--- config.mk ---
export PLATFORM = sky130hd
export DESIGN_NAME = scc_regs
export DESIGN_NICKNAME = d
export VERILOG_FILES = /design/src/rtl/scc_pkg.sv /design/src/rtl/scc_decode.sv /design/src/rtl/scc_regfile.sv /design/src/rtl/scc_mode_out.sv /design/src/rtl/scc_regs.sv
export SDC_FILE = /design/constraint.sdc
export NUM_CORES = 1
export LEC_CHECK = 0
export BUFFER_PORTS_ARGS = -buffer_cell sky130_fd_sc_hd__buf_2
export CORE_AREA = 2 2 169 171
export CTS_CLUSTER_DIAMETER = 50
export DETAILED_ROUTE_END_ITERATION = 8
export DIE_AREA = 0 0 171 173
export PLACE_DENSITY_LB_ADDON = 0.1
export SYNTH_ARGS = -nofsm -noshare
export SYNTH_HDL_FRONTEND = slang
export SYNTH_HIERARCHICAL = 1
export SYNTH_SLANG_ARGS = --single-unit
export TNS_END_PERCENT = 50
--- constraint.sdc ---
create_clock -name clk -period 3.6 [get_ports clk]
set_clock_uncertainty 0.2 [all_clocks]
set_input_delay 0.36 -clock clk [delete_from_list [all_inputs] [get_ports clk]]
set_output_delay 0.36 -clock clk [all_outputs]
set_load 0.05 [all_outputs]
--- src/rtl/scc_pkg.sv ---
package scc_pkg;

  localparam int unsigned SCC_DW      = 32;
  localparam int unsigned SCC_FIELD_W = 4;
  localparam int unsigned MODE_LSB    = 4;

  typedef enum logic [1:0] {
    OP_TO_CORE   = 2'd0,
    OP_FROM_CORE = 2'd1,
    OP_MEM_XFER  = 2'd2,
    OP_DATA_OP   = 2'd3
  } scc_op_e;

  // Packed so that the member order matches bits 7:4 of the config word.
  typedef struct packed {
    logic big_endian;
    logic late_abort;
    logic data32;
    logic prog32;
  } scc_mode_t;

  // Mode field carried by a configuration word.
  function automatic scc_mode_t f_mode_of(input logic [SCC_DW-1:0] w);
    return scc_mode_t'(4'(w >> MODE_LSB));
  endfunction

  // Configuration word loaded while reset is held.
  function automatic logic [SCC_DW-1:0] f_cfg_reset(input scc_mode_t m);
    return SCC_DW'(m) << MODE_LSB;
  endfunction

endpackage

--- src/rtl/scc_decode.sv ---
module scc_decode
  import scc_pkg::*;
#(
  parameter int unsigned NUM_REGS = 8,
  parameter int unsigned IDX_W    = 3
) (
  input  logic                   clk,
  input  logic                   rst_n,
  input  logic                   req_valid,
  input  logic [1:0]             req_op,
  input  logic [SCC_FIELD_W-1:0] req_field,
  output logic                   dec_rd,
  output logic                   dec_wr,
  output logic                   dec_cant,
  output logic [IDX_W-1:0]       dec_idx
);

  scc_op_e op;
  assign op = scc_op_e'(req_op);

  // Field masked down to the implemented slot count.
  assign dec_idx  = IDX_W'(req_field & SCC_FIELD_W'(NUM_REGS - 1));
  assign dec_rd   = req_valid && (op == OP_TO_CORE);
  assign dec_wr   = req_valid && (op == OP_FROM_CORE);
  assign dec_cant = req_valid && ((op == OP_MEM_XFER) || (op == OP_DATA_OP));

  // an accepted request falls into exactly one class
  p_one_class_r8: assert property (@(posedge clk) disable iff (!rst_n)
    req_valid |-> $countones({dec_rd, dec_wr, dec_cant}) == 1);

  p_no_class_idle_r8: assert property (@(posedge clk) disable iff (!rst_n)
    !req_valid |-> !(dec_rd || dec_wr || dec_cant));

endmodule

--- src/rtl/scc_regfile.sv ---
module scc_regfile
  import scc_pkg::*;
#(
  parameter int unsigned NUM_REGS  = 8,
  parameter int unsigned IDX_W     = 3,
  parameter int unsigned DBG_IDX_W = 4,
  parameter int unsigned CFG_SLOT  = 1,
  parameter logic [SCC_DW-1:0] ID_VALUE = 32'h4144_0110
) (
  input  logic                 clk,
  input  logic                 rst_n,
  input  scc_mode_t            strap_mode,
  input  logic                 core_we,
  input  logic [IDX_W-1:0]     core_idx,
  input  logic [SCC_DW-1:0]    core_wdata,
  output logic [SCC_DW-1:0]    core_rdata,
  input  logic                 dbg_we,
  input  logic [DBG_IDX_W-1:0] dbg_idx,
  input  logic [SCC_DW-1:0]    dbg_wdata,
  output logic [SCC_DW-1:0]    dbg_rdata,
  output logic [SCC_DW-1:0]    cfg_word,
  output logic                 cfg_wr_evt
);

  logic [NUM_REGS-1:0][SCC_DW-1:0] slot_val;
  logic [NUM_REGS-1:0]             core_hit;
  logic [NUM_REGS-1:0]             dbg_hit;
  logic                            dbg_in_range;
  logic [IDX_W-1:0]                dbg_slot;
  logic [SCC_DW-1:0]               cfg_rst_word;

  assign dbg_in_range = (dbg_idx < DBG_IDX_W'(NUM_REGS));
  assign dbg_slot     = IDX_W'(dbg_idx);
  assign cfg_rst_word = f_cfg_reset(strap_mode);

  for (genvar g = 0; g < NUM_REGS; g++) begin : g_slot
    assign core_hit[g] = core_we && (core_idx == IDX_W'(g));
    assign dbg_hit[g]  = dbg_we && dbg_in_range && (dbg_slot == IDX_W'(g));

    if (g == 0) begin : g_id
      // Identification slot: no storage, writes have nowhere to land.
      assign slot_val[g] = ID_VALUE;
    end else begin : g_store
      logic [SCC_DW-1:0] q;
      always_ff @(posedge clk) begin
        if (!rst_n) begin
          q <= (g == CFG_SLOT) ? cfg_rst_word : '0;
        end else if (core_hit[g]) begin
          q <= core_wdata;
        end else if (dbg_hit[g]) begin
          q <= dbg_wdata;
        end
      end
      assign slot_val[g] = q;
    end
  end

  assign core_rdata = slot_val[core_idx];
  assign dbg_rdata  = dbg_in_range ? slot_val[dbg_slot] : '0;
  assign cfg_word   = slot_val[CFG_SLOT];
  assign cfg_wr_evt = core_hit[CFG_SLOT] || dbg_hit[CFG_SLOT];

  p_core_hit_single_r3: assert property (@(posedge clk) disable iff (!rst_n)
    $onehot0(core_hit));

  // an out-of-range debug write alone leaves every slot as it was
  p_dbg_oob_ignored_r9: assert property (@(posedge clk) disable iff (!rst_n)
    (dbg_we && !dbg_in_range && !core_we) |=> $stable(slot_val));

  // the core write wins a same-slot collision
  p_core_wins_r10: assert property (@(posedge clk) disable iff (!rst_n)
    (core_we && dbg_we && dbg_in_range && (dbg_slot == core_idx) && (core_idx != '0))
    |=> slot_val[$past(core_idx)] == $past(core_wdata));

  // debug read of slot 0 gives the identification word
  p_dbg_id_r4: assert property (@(posedge clk) disable iff (!rst_n)
    (dbg_idx == '0) |-> dbg_rdata == ID_VALUE);

endmodule

--- src/rtl/scc_mode_out.sv ---
module scc_mode_out
  import scc_pkg::*;
(
  input  logic              clk,
  input  logic              rst_n,
  input  logic [SCC_DW-1:0] cfg_word,
  input  logic              cfg_wr_evt,
  output scc_mode_t         mode_o,
  output logic              reeval_o
);

  logic reeval_q;

  assign mode_o = f_mode_of(cfg_word);

  always_ff @(posedge clk) begin
    if (!rst_n) reeval_q <= 1'b0;
    else        reeval_q <= cfg_wr_evt;
  end

  assign reeval_o = reeval_q;

  // modes move only after a configuration write
  p_mode_hold_r5: assert property (@(posedge clk) disable iff (!rst_n)
    !$past(cfg_wr_evt) |-> $stable(mode_o));

  // the pulse follows every configuration write
  p_pulse_after_write_r6: assert property (@(posedge clk) disable iff (!rst_n)
    cfg_wr_evt |=> reeval_o);

  p_pulse_has_cause_r6: assert property (@(posedge clk) disable iff (!rst_n)
    reeval_o |-> $past(cfg_wr_evt));

endmodule

--- src/rtl/scc_regs.sv ---
module scc_regs
  import scc_pkg::*;
#(
  parameter int unsigned NUM_REGS = 8,
  parameter int unsigned CFG_SLOT = 1,
  parameter logic [31:0] ID_VALUE = 32'h4144_0110
) (
  input  logic        clk,
  input  logic        rst_n,
  input  logic        strap_prog32,
  input  logic        strap_data32,
  input  logic        strap_late_abort,
  input  logic        strap_big_endian,
  input  logic        req_valid,
  input  logic [1:0]  req_op,
  input  logic [3:0]  req_field,
  input  logic [31:0] req_wdata,
  output logic        resp_valid,
  output logic        resp_done,
  output logic        resp_cant,
  output logic [31:0] resp_rdata,
  input  logic        dbg_we,
  input  logic [3:0]  dbg_idx,
  input  logic [31:0] dbg_wdata,
  output logic [31:0] dbg_rdata,
  output logic        mode_prog32,
  output logic        mode_data32,
  output logic        mode_late_abort,
  output logic        mode_big_endian,
  output logic        mode_reeval
);

  localparam int unsigned IDX_W     = $clog2(NUM_REGS);
  localparam int unsigned DBG_IDX_W = 4;

  logic              dec_rd, dec_wr, dec_cant;
  logic [IDX_W-1:0]  dec_idx;
  logic [SCC_DW-1:0] core_rdata, cfg_word;
  logic              cfg_wr_evt;
  scc_mode_t         strap_mode, mode;

  logic              resp_valid_q, resp_cant_q;
  logic [SCC_DW-1:0] resp_rdata_q;

  assign strap_mode = '{big_endian: strap_big_endian, late_abort: strap_late_abort,
                        data32: strap_data32, prog32: strap_prog32};

  scc_decode #(.NUM_REGS(NUM_REGS), .IDX_W(IDX_W)) u_decode (
    .clk(clk), .rst_n(rst_n), .req_valid(req_valid), .req_op(req_op),
    .req_field(req_field), .dec_rd(dec_rd), .dec_wr(dec_wr),
    .dec_cant(dec_cant), .dec_idx(dec_idx)
  );

  scc_regfile #(
    .NUM_REGS(NUM_REGS), .IDX_W(IDX_W), .DBG_IDX_W(DBG_IDX_W),
    .CFG_SLOT(CFG_SLOT), .ID_VALUE(ID_VALUE)
  ) u_regfile (
    .clk(clk), .rst_n(rst_n), .strap_mode(strap_mode),
    .core_we(dec_wr), .core_idx(dec_idx), .core_wdata(req_wdata),
    .core_rdata(core_rdata), .dbg_we(dbg_we), .dbg_idx(dbg_idx),
    .dbg_wdata(dbg_wdata), .dbg_rdata(dbg_rdata),
    .cfg_word(cfg_word), .cfg_wr_evt(cfg_wr_evt)
  );

  scc_mode_out u_mode (
    .clk(clk), .rst_n(rst_n), .cfg_word(cfg_word), .cfg_wr_evt(cfg_wr_evt),
    .mode_o(mode), .reeval_o(mode_reeval)
  );

  // Single-handshake answer, registered one cycle after the request.
  always_ff @(posedge clk) begin
    if (!rst_n) begin
      resp_valid_q <= 1'b0;
      resp_cant_q  <= 1'b0;
      resp_rdata_q <= '0;
    end else begin
      resp_valid_q <= req_valid;
      resp_cant_q  <= dec_cant;
      resp_rdata_q <= dec_rd ? core_rdata : '0;
    end
  end

  assign resp_valid      = resp_valid_q;
  assign resp_cant       = resp_cant_q;
  assign resp_done       = resp_valid_q && !resp_cant_q;
  assign resp_rdata      = resp_rdata_q;
  assign mode_prog32     = mode.prog32;
  assign mode_data32     = mode.data32;
  assign mode_late_abort = mode.late_abort;
  assign mode_big_endian = mode.big_endian;

  // answer in the next cycle, and only then
  p_resp_next_r8: assert property (@(posedge clk) disable iff (!rst_n)
    req_valid |=> resp_valid);

  p_resp_has_req_r8: assert property (@(posedge clk) disable iff (!rst_n)
    resp_valid |-> $past(req_valid));

  p_done_xor_cant_r8: assert property (@(posedge clk) disable iff (!rst_n)
    resp_valid |-> $onehot({resp_done, resp_cant}));

  p_quiet_idle_r8: assert property (@(posedge clk) disable iff (!rst_n)
    !resp_valid |-> !(resp_done || resp_cant));

  // refused requests carry no data
  p_refuse_r7: assert property (@(posedge clk) disable iff (!rst_n)
    (req_valid && req_op[1]) |=> (resp_cant && resp_rdata == '0));

  // core read of slot 0 gives the identification word
  p_core_id_r4: assert property (@(posedge clk) disable iff (!rst_n)
    (req_valid && req_op == 2'd0 && req_field[IDX_W-1:0] == '0) |=> resp_rdata == ID_VALUE);

endmodule

======== After elaboration in Yosys (flattened, before gate mapping) ========
Index checks and enable logic that the tools add are counted.
storage, ports and cells
  input port bits ......................... 82
  register bits after elaboration ......... 259
  logic and storage cells ................. 84
cells by class
  multiplexer cells ....................... 20
  $lt $le $gt $ge ......................... 3
  reductions and logical operators ........ 31
  equal/unequal tests ..................... 18
operators by type and width
  kind                number
  $mux 32             17
  $bmux 32 s3         2
  $eq 3x3->1 const B  8
  $logic_and 1x1->1   19
  $reduce_bool 2->1   7
  $eq 3x2->1 const B  4
  $lt 3x4->1 const B  2
  $mux 8              1
  $eq 3x1->1 const B  2
  $eq 2x2->1 const B  2
  $lt 4x4->1 const B  1
  $ne 3x1->1 const B  1
  $eq 2x1->1 const B  1
  $logic_not 2->1     1
  $logic_or 1x1->1    2
  $reduce_and 2->1    1
  $logic_not 1->1     1

======== Longest topological paths before layout ========
  depth after elaboration ................. 6
  depth in mapped cells ................... 8
  depth with buffers taken out ............ 4

======== Cells and area by module ========
Netlist, hierarchy kept.
modules (own cells, without submodules)
  module        sequential area each (µm²)  times used  cells an instance  area each (µm²)
  scc_regfile   4,524.3                     1           1,722              14,049.7
  scc_regs      680.7                       1           75                 929.6
  scc_mode_out  20.0                        1           6                  56.3
  scc_decode    0.0                         1           6                  51.3

======== Worst setup path after synthesis ========
Ideal clock, no wire load.
  kind .................................... input port to output port
  from .................................... input port dbg_idx[1]
  to ...................................... output port dbg_rdata[4]
  stages on the path ...................... 5
  setup slack ............................. 0.327 ns
  path buffers ............................ 2
  arrival ................................. 2.713 ns
  cell sequence ........................... buf_6 -> buf_4 -> nor2b_1 -> nor3b_1 -> a2111oi_1
between the ends
  word-level cells in the longest chain between the ends .. 3
  elaborated cells on any way between the ends .. 4
  those cells by class .................... order compare (1); mux (3)
RTL lines
  item                           line               RTL
  from (decl)                    scc_regs.sv:23     input logic [3:0] dbg_idx,
  $bmux 32 s3                    scc_regfile.sv:59  assign dbg_rdata = dbg_in_range ? slot_val[dbg_slot] : '0;
  $mux 32 (not written as such)  scc_regfile.sv:59
  $mux 32 (*)                    scc_regfile.sv:59
  to (decl)                      scc_regs.sv:25     output logic [31:0] dbg_rdata,
Every way passes the cells marked *; elsewhere a longest branch is shown, timed or not. The select of a mux whose other input is x is not followed.

======== Worst setup path after layout ========
  from .................................... input port req_op[1]
  to ...................................... register u_regfile.g_slot[6].g_store.q[31]
between the ends
  word-level cells in the longest chain between the ends .. 4
  elaborated cells on any way between the ends .. 5
  those cells by class .................... eq/ne (1); mux (1); reduce/logical (3)
RTL lines
  item                                                 line               RTL
  from (decl)                                          scc_regs.sv:15     input logic [1:0] req_op,
  $eq 2x1->1 (*)                                       scc_decode.sv:24   assign dec_wr = req_valid && (op == OP_FROM_CORE);
  $logic_and 1x1->1 (*)                                scc_decode.sv:24
  via dec_wr                                           scc_regs.sv:36     logic dec_rd, dec_wr, dec_cant;
  $logic_and 1x1->1 (*)                                scc_regfile.sv:37  assign core_hit[g] = core_we && (core_idx == IDX_W'(g));
  $mux 32 / $reduce_bool 2->1 (equally long branches)  -
  to (signal assigned)                                 scc_regfile.sv:47  q <= (g == CFG_SLOT) ? cfg_rst_word : '0;
  to (signal assigned)                                 scc_regfile.sv:49  q <= core_wdata;
  to (signal assigned)                                 scc_regfile.sv:51  q <= dbg_wdata;
  to (decl)                                            scc_regfile.sv:44  logic [SCC_DW-1:0] q;
The timed path passes the listed nets; every way through them passes the cells marked *.
A chain may end at the register's enable or synchronous reset.

==> metrics.txt <==
total congestion overflow 0; Worst-Margin Slew 1.58 ns; die height 173 um; die area 0.0296 sq mm; Unique masters post-synth 44; share of cells above drive strength 1 20.8%; CTS tree yes; Final GP Congestion 0.811; Fin Setup TNS 0 ns; global-route wire length before repair 88.2 mm; site row count 61; Clock Path Buffers 3; post-CTS setup buffers 0; Final ANT Viol Nets 0; Root Driver clkbuf_16; I/O Buffers 152; sequential-to-total area share from yosys stat 34.6%; Nets 1986; H-tree Lvls 1; die width 171 um; crit path max fanout 32; Starting Density 54.6%; Lkg Pwr 6.40 nW; commonest non-fill, non-tap cells in the layout o21ai_0 (436), dfxtp_1 (255), a31oi_1 (195); cts repair resizes 0; startpoint types input pin; Reg clk slew, reported paths 0.06 ns; Synth warnings 6; number of setup violations in the final report 0; hpwl dp 30.7 mm; WS Path Type in -> reg; CORE AREA 0.0276 sq mm; final wirelength 57.8 mm; Clock Sinks 259; RSZ-0062 raised after global routing false; vias per cell 7.12; I/O pin count 154; Mapped Cells 1809; vias in the first global route 16000; synthesis-to-finish area growth 17.8%; WP data required 3.78 ns; Mapped Area 0.0151 sq mm; clk_lat worst skew 0.56 ns; TritonRoute pass-1 iters 6; Max Freq 284 MHz; failing checks capacitance limit, slew limit; crit path DAT 3.70 ns; status finished, violations left; Final Hold Vio Count 0; FF+latch count, synth 259; Tmin final 3.53 ns; drt wl/cell 25.1 um; TritonCTS Buffers 31; Worst setup EP type flip-flop; final critical-path share of the clock period 98.0%; Total GRT Usage 37.3%; Final Max Tran Viols 33; vias 16400; DRC viols 0; commonest non-fill, non-tap cell in the layout o21ai_0; n_diodes 0; relative slew slack -5.48%; 1st-iter DRT viols 2307; initial antenna violation count 0; Hold WC Path Type in -> reg; average size of a mapped cell 8.34 sq um; maxcap violations 1; Max VDD drop 357 uV; Pwr Total 0.00723 W; largest net degree at the start of global routing 122; Synthesized Nets 1891; pwr dens 407 mW/mm^2
==> routing by layer <==
metal	vias up	wire, um	track usage, %
met3	210	7150	7.39
met4	0	2450	16.6
li1	7058	-	-
met1	7839	21900	49.3
met5	-	0	0
met2	1298	26300	59.1
==> worst paths after layout <==
kind | slack [ns] | to | depth (start not counted) | from
min reg2reg | 0.28 | u_regfile/g_slot[5].g_store.q[8] | 2 | u_regfile/g_slot[5].g_store.q[8]
max reg2reg | 2.02 | resp_rdata[6] | 4 | u_regfile/cfg_word[6]
min | 0.02 | u_regfile/g_slot[5].g_store.q[13] | 3 | req_wdata[13]
max | 0.07 | u_regfile/g_slot[6].g_store.q[31] | 6 | req_op[1]
==> kinds of logic after synthesis <==
family	share of synthesized area, %
buffers and inverters	8.23
AOI/OAI and AO/OA	30.5
and+or+nand+nor	12.4
DFF	34.6
muxes	14.3
==> synth_stat cells (all sizes together) <==
master   count  area (sq um)
mux4        64          1440
clkbuf     142           537
nand3b       1          7.51
o32ai        5          43.8
nand2       46           173
o21ai      446          2230
a21oi      115           576
and3b        2          17.5
a31oi      195          1220
dfxtp      255          5100
nand4        1          12.5
nand2b       5          31.3
and4b        1          10.0
nor2         5          21.3
nand4bb      3          33.8
nor2b       36           225
or2          1          6.26
nand4b       3          32.5
a221oi      52           462
inv         26          97.6
and2b        2          15.0
and3        61           382
mux2        57           642
a2111oi      1          10.0
or3b         1          8.76
buf         94           607
and2         5          32.5
nor3        31           155
nor3b        3          32.5
nor4bb       2          20.0
mux2i        7          70.1
edfxtp       4           120
nand3      131           656
o2bb2ai      6          52.6
==> cell type report <==
class,count,area [sq um]
clock buffers,43,891
repair buffers,297,2220
multi-input cells,1289,8750
fillers,2327,9860
clock inverters,11,118
flip-flops and latches,259,5230
inverters,26,97.6
well taps,378,473
==> critical path: stages <==
cell	delay, ns
dlygate4sd3_1	0.53
buf_2	0.15
and3b_1	0.66
nand4b_2	1.31
o21ai_0	0.60
a31oi_1	0.07
==> flip-flops by register name (all words and copies together), names as in the netlist <==
register	flops
u_regfile/g_slot.g_store.q	192
resp_rdata	32
u_regfile/cfg_word	32
resp_cant	1
resp_valid	1
u_mode/reeval_o	1
==> repair_timing <==
| action | CTS | global route |
|---|---|---|
| setup endpoints to repair | 0 | 6 |
| hold buffers | 88 | 0 |
| hold endpoints to repair | 200 | 0 |
==> metrics by stage <==
step | area [sq um] | cells | hold slack [ns] | utilization (%) | setup slack [ns]
final | 17800 | 2303 | 0.0154 | 64.3 | 0.0737
after global routing | 17800 | 2303 | 0.0231 | 64.3 | 0.0662
after CTS | 17800 | 2302 | 0.00156 | 64.3 | 0.0941
after detailed placement | 15900 | 2160 | 0.279 | 57.4 | 0.619
after global placement | 15900 | 2160 | 0.267 | 57.4 | 0.684
after floorplan | 15100 | 1809 | 0.255 | - | 0.327
==> report_power, final <==
group / internal (W) / total (W) / switching, W / leakage [nW]
Clock: 0.00185 / 0.00312 / 0.00127 / 0.495
Combinational: 0.000373 / 0.00111 / 0.000741 / 3.80
Sequential: 0.00294 / 0.00299 / 0.0000460 / 2.10
Total: 0.00517 / 0.00723 / 0.00206 / 6.40
Power figures use the tool's default switching activity.
